### src/rtl/pic_pkg.sv
package pic_pkg;
  typedef enum logic [2:0] {
    ST_IDLE = 3'd0,
    ST_W2   = 3'd1,
    ST_W3   = 3'd2,
    ST_W4   = 3'd3,
    ST_RDY  = 3'd4
  } seq_state_e;

  localparam logic ADDR_CMD  = 1'b0;
  localparam logic ADDR_DATA = 1'b1;

  // command byte fields
  localparam int B_ROT   = 7;
  localparam int B_SL    = 6;
  localparam int B_EOI   = 5;
  localparam int B_INIT  = 4;
  localparam int B_KIND  = 3;
  localparam int B_SNGL  = 1;
  localparam int B_NEED4 = 0;

  localparam logic [1:0] KIND_EOI = 2'b00;
  localparam logic [1:0] KIND_SEL = 2'b01;
  localparam logic [1:0] SEL_IRR  = 2'b10;
  localparam logic [1:0] SEL_ISR  = 2'b11;
  localparam logic [7:0] SEL_RST  = 8'h02;
endpackage

### src/rtl/pic_init_seq.sv
module pic_init_seq
  import pic_pkg::*;
#(
  parameter int DW = 8,
  localparam int LW = $clog2(DW)
) (
  input  logic          clk_i,
  input  logic          rst_ni,
  input  logic          wr_en_i,
  input  logic          addr_i,
  input  logic [DW-1:0] wdata_i,
  output seq_state_e    state_o,
  output logic          imr_we_o,
  output logic          eoi_spec_o,
  output logic          eoi_any_o,
  output logic [LW-1:0] level_o,
  output logic [DW-1:0] sel_o,
  output logic [DW-1:0] base_o,
  output logic [DW-1:0] mode_o,
  output logic          bad_o
);
  seq_state_e    state_q, state_d;
  logic [DW-1:0] w1_q, w2_q, w3_q, w4_q, sel_q;
  logic          cmd_wr, dat_wr, is_init, in_rdy, eoi_ok, eoi_cmd, sel_we;
  logic [1:0]    kind;

  assign cmd_wr  = wr_en_i && (addr_i == ADDR_CMD);
  assign dat_wr  = wr_en_i && (addr_i == ADDR_DATA);
  assign is_init = wdata_i[B_INIT];
  assign kind    = wdata_i[B_INIT:B_KIND];
  assign in_rdy  = (state_q == ST_RDY);
  assign eoi_ok  = wdata_i[B_EOI] && !wdata_i[B_ROT];
  assign eoi_cmd = cmd_wr && !is_init && in_rdy && (kind == KIND_EOI) && eoi_ok;
  assign sel_we  = cmd_wr && !is_init && in_rdy && (kind == KIND_SEL);

  assign eoi_spec_o = eoi_cmd && wdata_i[B_SL];
  assign eoi_any_o  = eoi_cmd && !wdata_i[B_SL];
  assign level_o    = wdata_i[LW-1:0];
  assign imr_we_o   = dat_wr && ((state_q == ST_IDLE) || in_rdy);
  assign bad_o      = cmd_wr && !is_init && (!in_rdy || ((kind == KIND_EOI) && !eoi_ok));

  always_comb begin
    state_d = state_q;
    if (cmd_wr && is_init) begin
      state_d = ST_W2;
    end else if (dat_wr) begin
      unique case (state_q)
        ST_W2:   state_d = !w1_q[B_SNGL] ? ST_W3 : (w1_q[B_NEED4] ? ST_W4 : ST_RDY);
        ST_W3:   state_d = w1_q[B_NEED4] ? ST_W4 : ST_RDY;
        ST_W4:   state_d = ST_RDY;
        default: state_d = state_q;
      endcase
    end
  end

  always_ff @(posedge clk_i or negedge rst_ni) begin
    if (!rst_ni) begin
      state_q <= ST_IDLE;
      w1_q    <= '0;
      w2_q    <= '0;
      w3_q    <= '0;
      w4_q    <= '0;
      sel_q   <= DW'(SEL_RST);
    end else begin
      state_q <= state_d;
      if (cmd_wr && is_init)              w1_q  <= wdata_i;
      if (dat_wr && state_q == ST_W2)     w2_q  <= wdata_i;
      if (dat_wr && state_q == ST_W3)     w3_q  <= wdata_i;
      if (dat_wr && state_q == ST_W4)     w4_q  <= wdata_i;
      if (sel_we)                         sel_q <= wdata_i;
    end
  end

  assign state_o = state_q;
  assign sel_o   = sel_q;
  assign base_o  = w2_q;
  assign mode_o  = w4_q;

  logic unused_w3;
  assign unused_w3 = ^w3_q;
endmodule

### src/rtl/pic_svc_regs.sv
module pic_svc_regs #(
  parameter int DW = 8,
  localparam int LW = $clog2(DW)
) (
  input  logic          clk_i,
  input  logic          rst_ni,
  input  logic [DW-1:0] irq_i,
  input  logic          ack_i,
  input  logic          imr_we_i,
  input  logic [DW-1:0] wdata_i,
  input  logic          eoi_spec_i,
  input  logic          eoi_any_i,
  input  logic [LW-1:0] level_i,
  output logic [DW-1:0] irr_o,
  output logic [DW-1:0] isr_o,
  output logic [DW-1:0] imr_o,
  output logic          pend_o
);
  logic [DW-1:0] irr_q, isr_q, imr_q;
  logic [DW-1:0] pend_vec, pick, set_v, isr_low, lvl_hit, clr_v;

  assign pend_vec = irr_q & ~imr_q;
  assign pick     = pend_vec & (~pend_vec + DW'(1));
  assign set_v    = ack_i ? pick : '0;
  assign isr_low  = isr_q & (~isr_q + DW'(1));

  for (genvar g = 0; g < DW; g++) begin : g_lvl
    assign lvl_hit[g] = (level_i == LW'(g));
  end

  always_comb begin
    clr_v = '0;
    if (eoi_spec_i)     clr_v = lvl_hit;
    else if (eoi_any_i) clr_v = isr_low;
  end

  always_ff @(posedge clk_i or negedge rst_ni) begin
    if (!rst_ni) begin
      irr_q <= '0;
      isr_q <= '0;
      imr_q <= '0;
    end else begin
      irr_q <= (irr_q & ~set_v) | irq_i;
      isr_q <= (isr_q & ~clr_v) | set_v;
      if (imr_we_i) imr_q <= wdata_i;
    end
  end

  assign irr_o  = irr_q;
  assign isr_o  = isr_q;
  assign imr_o  = imr_q;
  assign pend_o = |pend_vec;
endmodule

### src/rtl/pic_rdback.sv
module pic_rdback
  import pic_pkg::*;
#(
  parameter int DW = 8
) (
  input  logic          addr_i,
  input  logic [DW-1:0] sel_i,
  input  logic [DW-1:0] irr_i,
  input  logic [DW-1:0] isr_i,
  input  logic [DW-1:0] imr_i,
  output logic [DW-1:0] rdata_o
);
  always_comb begin
    rdata_o = '0;
    if (addr_i == ADDR_DATA) begin
      rdata_o = imr_i;
    end else begin
      unique case (sel_i[1:0])
        SEL_IRR: rdata_o = irr_i;
        SEL_ISR: rdata_o = isr_i;
        default: rdata_o = '0;
      endcase
    end
  end
endmodule

### src/rtl/pic_reg_core.sv
module pic_reg_core
  import pic_pkg::*;
#(
  parameter int DW = 8,
  localparam int LW = $clog2(DW)
) (
  input  logic          clk_i,
  input  logic          rst_ni,
  input  logic          wr_en_i,
  input  logic          addr_i,
  input  logic [DW-1:0] wdata_i,
  input  logic [DW-1:0] irq_i,
  input  logic          ack_i,
  output logic [DW-1:0] rdata_o,
  output logic          pend_o,
  output logic          err_o,
  output logic [DW-1:0] base_o,
  output logic [DW-1:0] mode_o
);
  seq_state_e    state;
  logic          imr_we, eoi_spec, eoi_any, bad, err_q;
  logic [LW-1:0] level;
  logic [DW-1:0] sel, irr_q, isr_q, imr_q;

  pic_init_seq #(.DW(DW)) u_seq (
    .clk_i, .rst_ni, .wr_en_i, .addr_i, .wdata_i,
    .state_o(state), .imr_we_o(imr_we), .eoi_spec_o(eoi_spec), .eoi_any_o(eoi_any),
    .level_o(level), .sel_o(sel), .base_o, .mode_o, .bad_o(bad)
  );

  pic_svc_regs #(.DW(DW)) u_svc (
    .clk_i, .rst_ni, .irq_i, .ack_i, .imr_we_i(imr_we), .wdata_i,
    .eoi_spec_i(eoi_spec), .eoi_any_i(eoi_any), .level_i(level),
    .irr_o(irr_q), .isr_o(isr_q), .imr_o(imr_q), .pend_o
  );

  pic_rdback #(.DW(DW)) u_rd (
    .addr_i, .sel_i(sel), .irr_i(irr_q), .isr_i(isr_q), .imr_i(imr_q), .rdata_o
  );

  always_ff @(posedge clk_i or negedge rst_ni) begin
    if (!rst_ni) err_q <= 1'b0;
    else         err_q <= bad;
  end
  assign err_o = err_q;

  logic unused_state;
  assign unused_state = ^state;
endmodule

### config.mk
export PLATFORM = sky130hd
export DESIGN_NAME = pic_reg_core
export DESIGN_NICKNAME = d
export VERILOG_FILES = /design/src/rtl/pic_pkg.sv /design/src/rtl/pic_init_seq.sv /design/src/rtl/pic_svc_regs.sv /design/src/rtl/pic_rdback.sv /design/src/rtl/pic_reg_core.sv
export SDC_FILE = /design/constraint.sdc
export NUM_CORES = 1
export LEC_CHECK = 0
export ABC_AREA = 1
export ABC_CLOCK_PERIOD_IN_PS = 1900
export BUFFER_PORTS_ARGS = -buffer_cell sky130_fd_sc_hd__clkbuf_2
export CAP_MARGIN = 20
export CORE_MARGIN = 10
export CORE_UTILIZATION = 30
export CTS_CLUSTER_DIAMETER = 40
export DETAILED_ROUTE_END_ITERATION = 12
export GPL_TIMING_DRIVEN = 1
export PLACE_DENSITY = 0.55
export SYNTH_ARGS = -nofsm -noshare
export SYNTH_HDL_FRONTEND = slang
export SYNTH_SLANG_ARGS = --single-unit
export TNS_END_PERCENT = 5
### constraint.sdc
create_clock -name clk_i -period 1.9 [get_ports clk_i]
set_input_delay 0.095 -clock clk_i [delete_from_list [all_inputs] [get_ports clk_i]]
set_output_delay 0.095 -clock clk_i [all_outputs]
set_load 0.1 [all_outputs]
==> impl_results.md <==
- Sequential element share of the synthesized area: 0.511
- Ant diodes: 0
- Final setup fails: 0
- Cell taking the most area after synthesis: dfrtp_1
- Ys Warns: 0
- Nets@finish: 376
- Syn Area/Cell: 7.96 µm²
- Leakage: 1.54 nW
- CTS tree: yes
- Stages on the worst setup path: 6
- Yosys top cell area share: 0.499
- Largest net degree at the start of global routing: 27
- Cell Rows: 32
- Max Slew Vio Count: 0
- # Max-Cap Violations: 0
- Fin crit share: 0.928
- Post-DP HPWL: 5020 µm
- Sw power: 0.00293 W
- Min-delay worst type: in2reg
- RSZ-0062 raised after global routing: no
- Worst path max stage delay: 0.45 ns
- Layout cells sized above 1: 0.211
- Antenna viol nets, final: 0
- TritonCTS Sinks: 48
- Worst Skew: 0.0119 ns
- CTS Buffer Depth: 2
- Clock slew seen by the registers of the worst setup and hold paths: 0.08 ns
- Final Hold Slack: 0.0141 ns
- Gp weighted congestion: 0.862
- Via count: 2136
- Area growth syn-to-layout: 28.8%
- Most frequent CP cell: nand2_1
- Top fanout value on the critical path: 6
- Buffers on Ports: 46
- Clock power frac: 0.122
- Initial antenna violation count: 0
- Congestion Overflow GR: 0
- Post-Place Worst Slack: 0.352 ns
- H-tree Lvls: 2
- Residual DRC: 0
- Inserted Clock Buffers: 5
- Delay-heaviest family, CP: flip-flops
- Root buf cell: clkbuf_8
- Cell Pwr Density: 1730 nW/µm²
- Die X: 109 µm
- Reg-to-reg slack, setup: 0.43 ns
- Worst setup endpoint: rdata_o[2]
- Total Neg Setup Slack: 0 ns
- Fin worst setup slack: 0.136 ns
- Post-Syn Nets: 317
- Final hold vios: 0
- IO Pins: 47
- Drt pass-1 iters: 4
- Vias in the first global route: 2245
- Cell count after synthesis: 296
- Comb power frac: 0.559
- Initial DRC Count: 114
- Worst hold path depth: 2
- VDD IR max: 0.00112 V
- WP buf/inv: 2
- Worst Setup End Kind: output pin
- Total core area: 7690 µm²
- Post-Synthesis Cell Area: 2350 µm²
- Placed instance area: 2830 µm²
- Cell breakdown of the critical path: inv_1 > nand2_1 > o22ai_1 > nand2_1 > o21ai_1 > buf_12
- FMAX: 0.567 GHz
- Cells on worst reg2reg path: 4
- Design area: 3030 µm²
- Netlist cell types: 26
- Initial Util: 0.306
- Detailed Route WL: 6560 µm
- Critical-path top delay cell: dfrtp_1
- Detailed-route wire length per cell: 14.3 µm
- Reg power frac: 0.319
- Minimum clock period: 1.76 ns
- Worst setup startpoint: u_seq.sel_o[0]
- Die area: 11800 µm²
- Outcome: completed
- Avg Vias per Cell: 4.66
- Req. time, crit path: 1.80 ns
- Area contributors post-synth: dfrtp_1 (50%), nand2_1 (13%), nand3_1 (6.0%)
- Setup crit start kind: flop
- R2r endpoint: u_seq.base_o[0]
- Rel. slew slack: 0.586
- Die Height: 109 µm
- FF-to-FF Start: u_seq.state_o[2]
- First-pass GRT wire length: 11100 µm
- WP data arrival: 1.67 ns
- Worst-Margin Slew: 0.622 ns
- Gr usage total: 0.117
- Seq cells post-synth: 48
- Switching part of the total: 0.558
- Critical setup path kind: reg2out
- Internal power: 0.00233 W
- Worst-skew pair later-pin latency: 0.31 ns
## placed cells by master (no fill, tap or decap)
cell	synthesis	routed
a31oi_1	6	1
a31oi_2	0	4
nand2_1	80	80
nand2_4	1	1
clkinvlp_4	0	1
a21o_1	4	4
nor3_1	6	6
nor2_8	2	2
clkbuf_8	0	6
nor2_4	1	1
inv_1	31	31
clkbuf_2	0	37
nand4_1	8	8
dfstp_2	1	1
nand3_2	1	1
o21ai_0	17	15
a31oi_4	0	1
nand2_2	1	1
o2111ai_1	1	1
o21bai_1	2	2
buf_4	0	8
inv_2	4	4
dlygate4sd3_1	0	8
nor2_2	1	1
nor2_1	24	24
o21ai_1	18	20
clkbuf_1	3	1
buf_12	0	6
nand3_1	28	28
dfrtp_1	47	47
o22ai_1	4	4
a21oi_1	1	1
## Yosys cell counts
| library cell | instances |
|---|---|
| a21o_1 | 4 |
| a21oi_1 | 1 |
| a31oi_1 | 6 |
| buf_1 | 2 |
| buf_2 | 2 |
| clkbuf_1 | 3 |
| dfrtp_1 | 47 |
| dfstp_2 | 1 |
| inv_1 | 31 |
| inv_2 | 4 |
| nand2_1 | 80 |
| nand2_2 | 1 |
| nand2_4 | 1 |
| nand3_1 | 28 |
| nand3_2 | 1 |
| nand4_1 | 8 |
| nor2_1 | 24 |
| nor2_2 | 1 |
| nor2_4 | 1 |
| nor2_8 | 2 |
| nor3_1 | 6 |
| o2111ai_1 | 1 |
| o21ai_0 | 17 |
| o21ai_1 | 18 |
| o21bai_1 | 2 |
| o22ai_1 | 4 |
## routing by layer
layer	GRT usage	part of all wire
met1	0.138	0.43
met3	0.0226	0.033
met2	0.207	0.52
met4	0.0452	0.024
met5	0	0
## metrics by stage
stage          utilization  total power [W]  cells
2_1_floorplan            -          0.00392    296
3_3_place_gp         0.368          0.00458    440
6_report             0.395          0.00526    458
4_1_cts              0.391          0.00526    456
5_1_grt              0.395          0.00558    458
3_5_place_dp         0.368          0.00460    440
## cell families (layout without fill, tap and decap cells)
kind of cell           after synthesis  after routing  share of synthesized area
DFF                                 48             48                      0.511
and+or+nand+nor                    153            153                      0.295
AOI/OAI and AO/OA                   53             53                      0.126
buffers and inverters               42            102                     0.0680
## flip-flops by register name, summed over array words and instances, names as in the netlist
| register | cells |
|---|---|
| err_o | 1 |
| u_svc.isr_o | 8 |
| u_svc.irr_o | 8 |
| u_seq.w1_q | 2 |
| u_seq.mode_o | 8 |
| u_svc.imr_o | 8 |
| u_seq.sel_o | 2 |
| u_seq.base_o | 8 |
| u_seq.state_o | 3 |
## cell type report
type / count / area (µm²)
clock inverter: 1 / 7.51
timing repair buffer: 59 / 445
fill: 826 / 4650
multi-input combinational: 206 / 1030
tap: 102 / 128
clock buffer: 7 / 86.3
inverter: 35 / 131
sequential: 48 / 1200
## power groups by stage
stage	clock network [W]	registers [W]	logic [W]
6_report	0.000643	0.00168	0.00294
5_1_grt	0.000703	0.00173	0.00315
4_1_cts	0.000662	0.00169	0.00291
3_5_place_dp	0	0.00170	0.00290
3_3_place_gp	0	0.00170	0.00288
2_1_floorplan	0	0.00274	0.00118
## worst min path at each step
stage          startpoint               to
2_1_floorplan      rst_ni            err_o
3_3_place_gp       rst_ni  u_seq.base_o[7]
3_5_place_dp       rst_ni  u_seq.base_o[7]
4_1_cts          irq_i[0]   u_svc.irr_o[0]
5_1_grt          irq_i[0]   u_svc.irr_o[0]
6_report         irq_i[0]   u_svc.irr_o[0]
## what timing repair did
action,CTS,global route
resized for setup,0,3
hold endpoints to repair,29,0
endpoints found under the setup margin,0,4
setup buffers,0,2
hold buffers,8,0
Note: power is estimated with default switching activity, not from simulation.
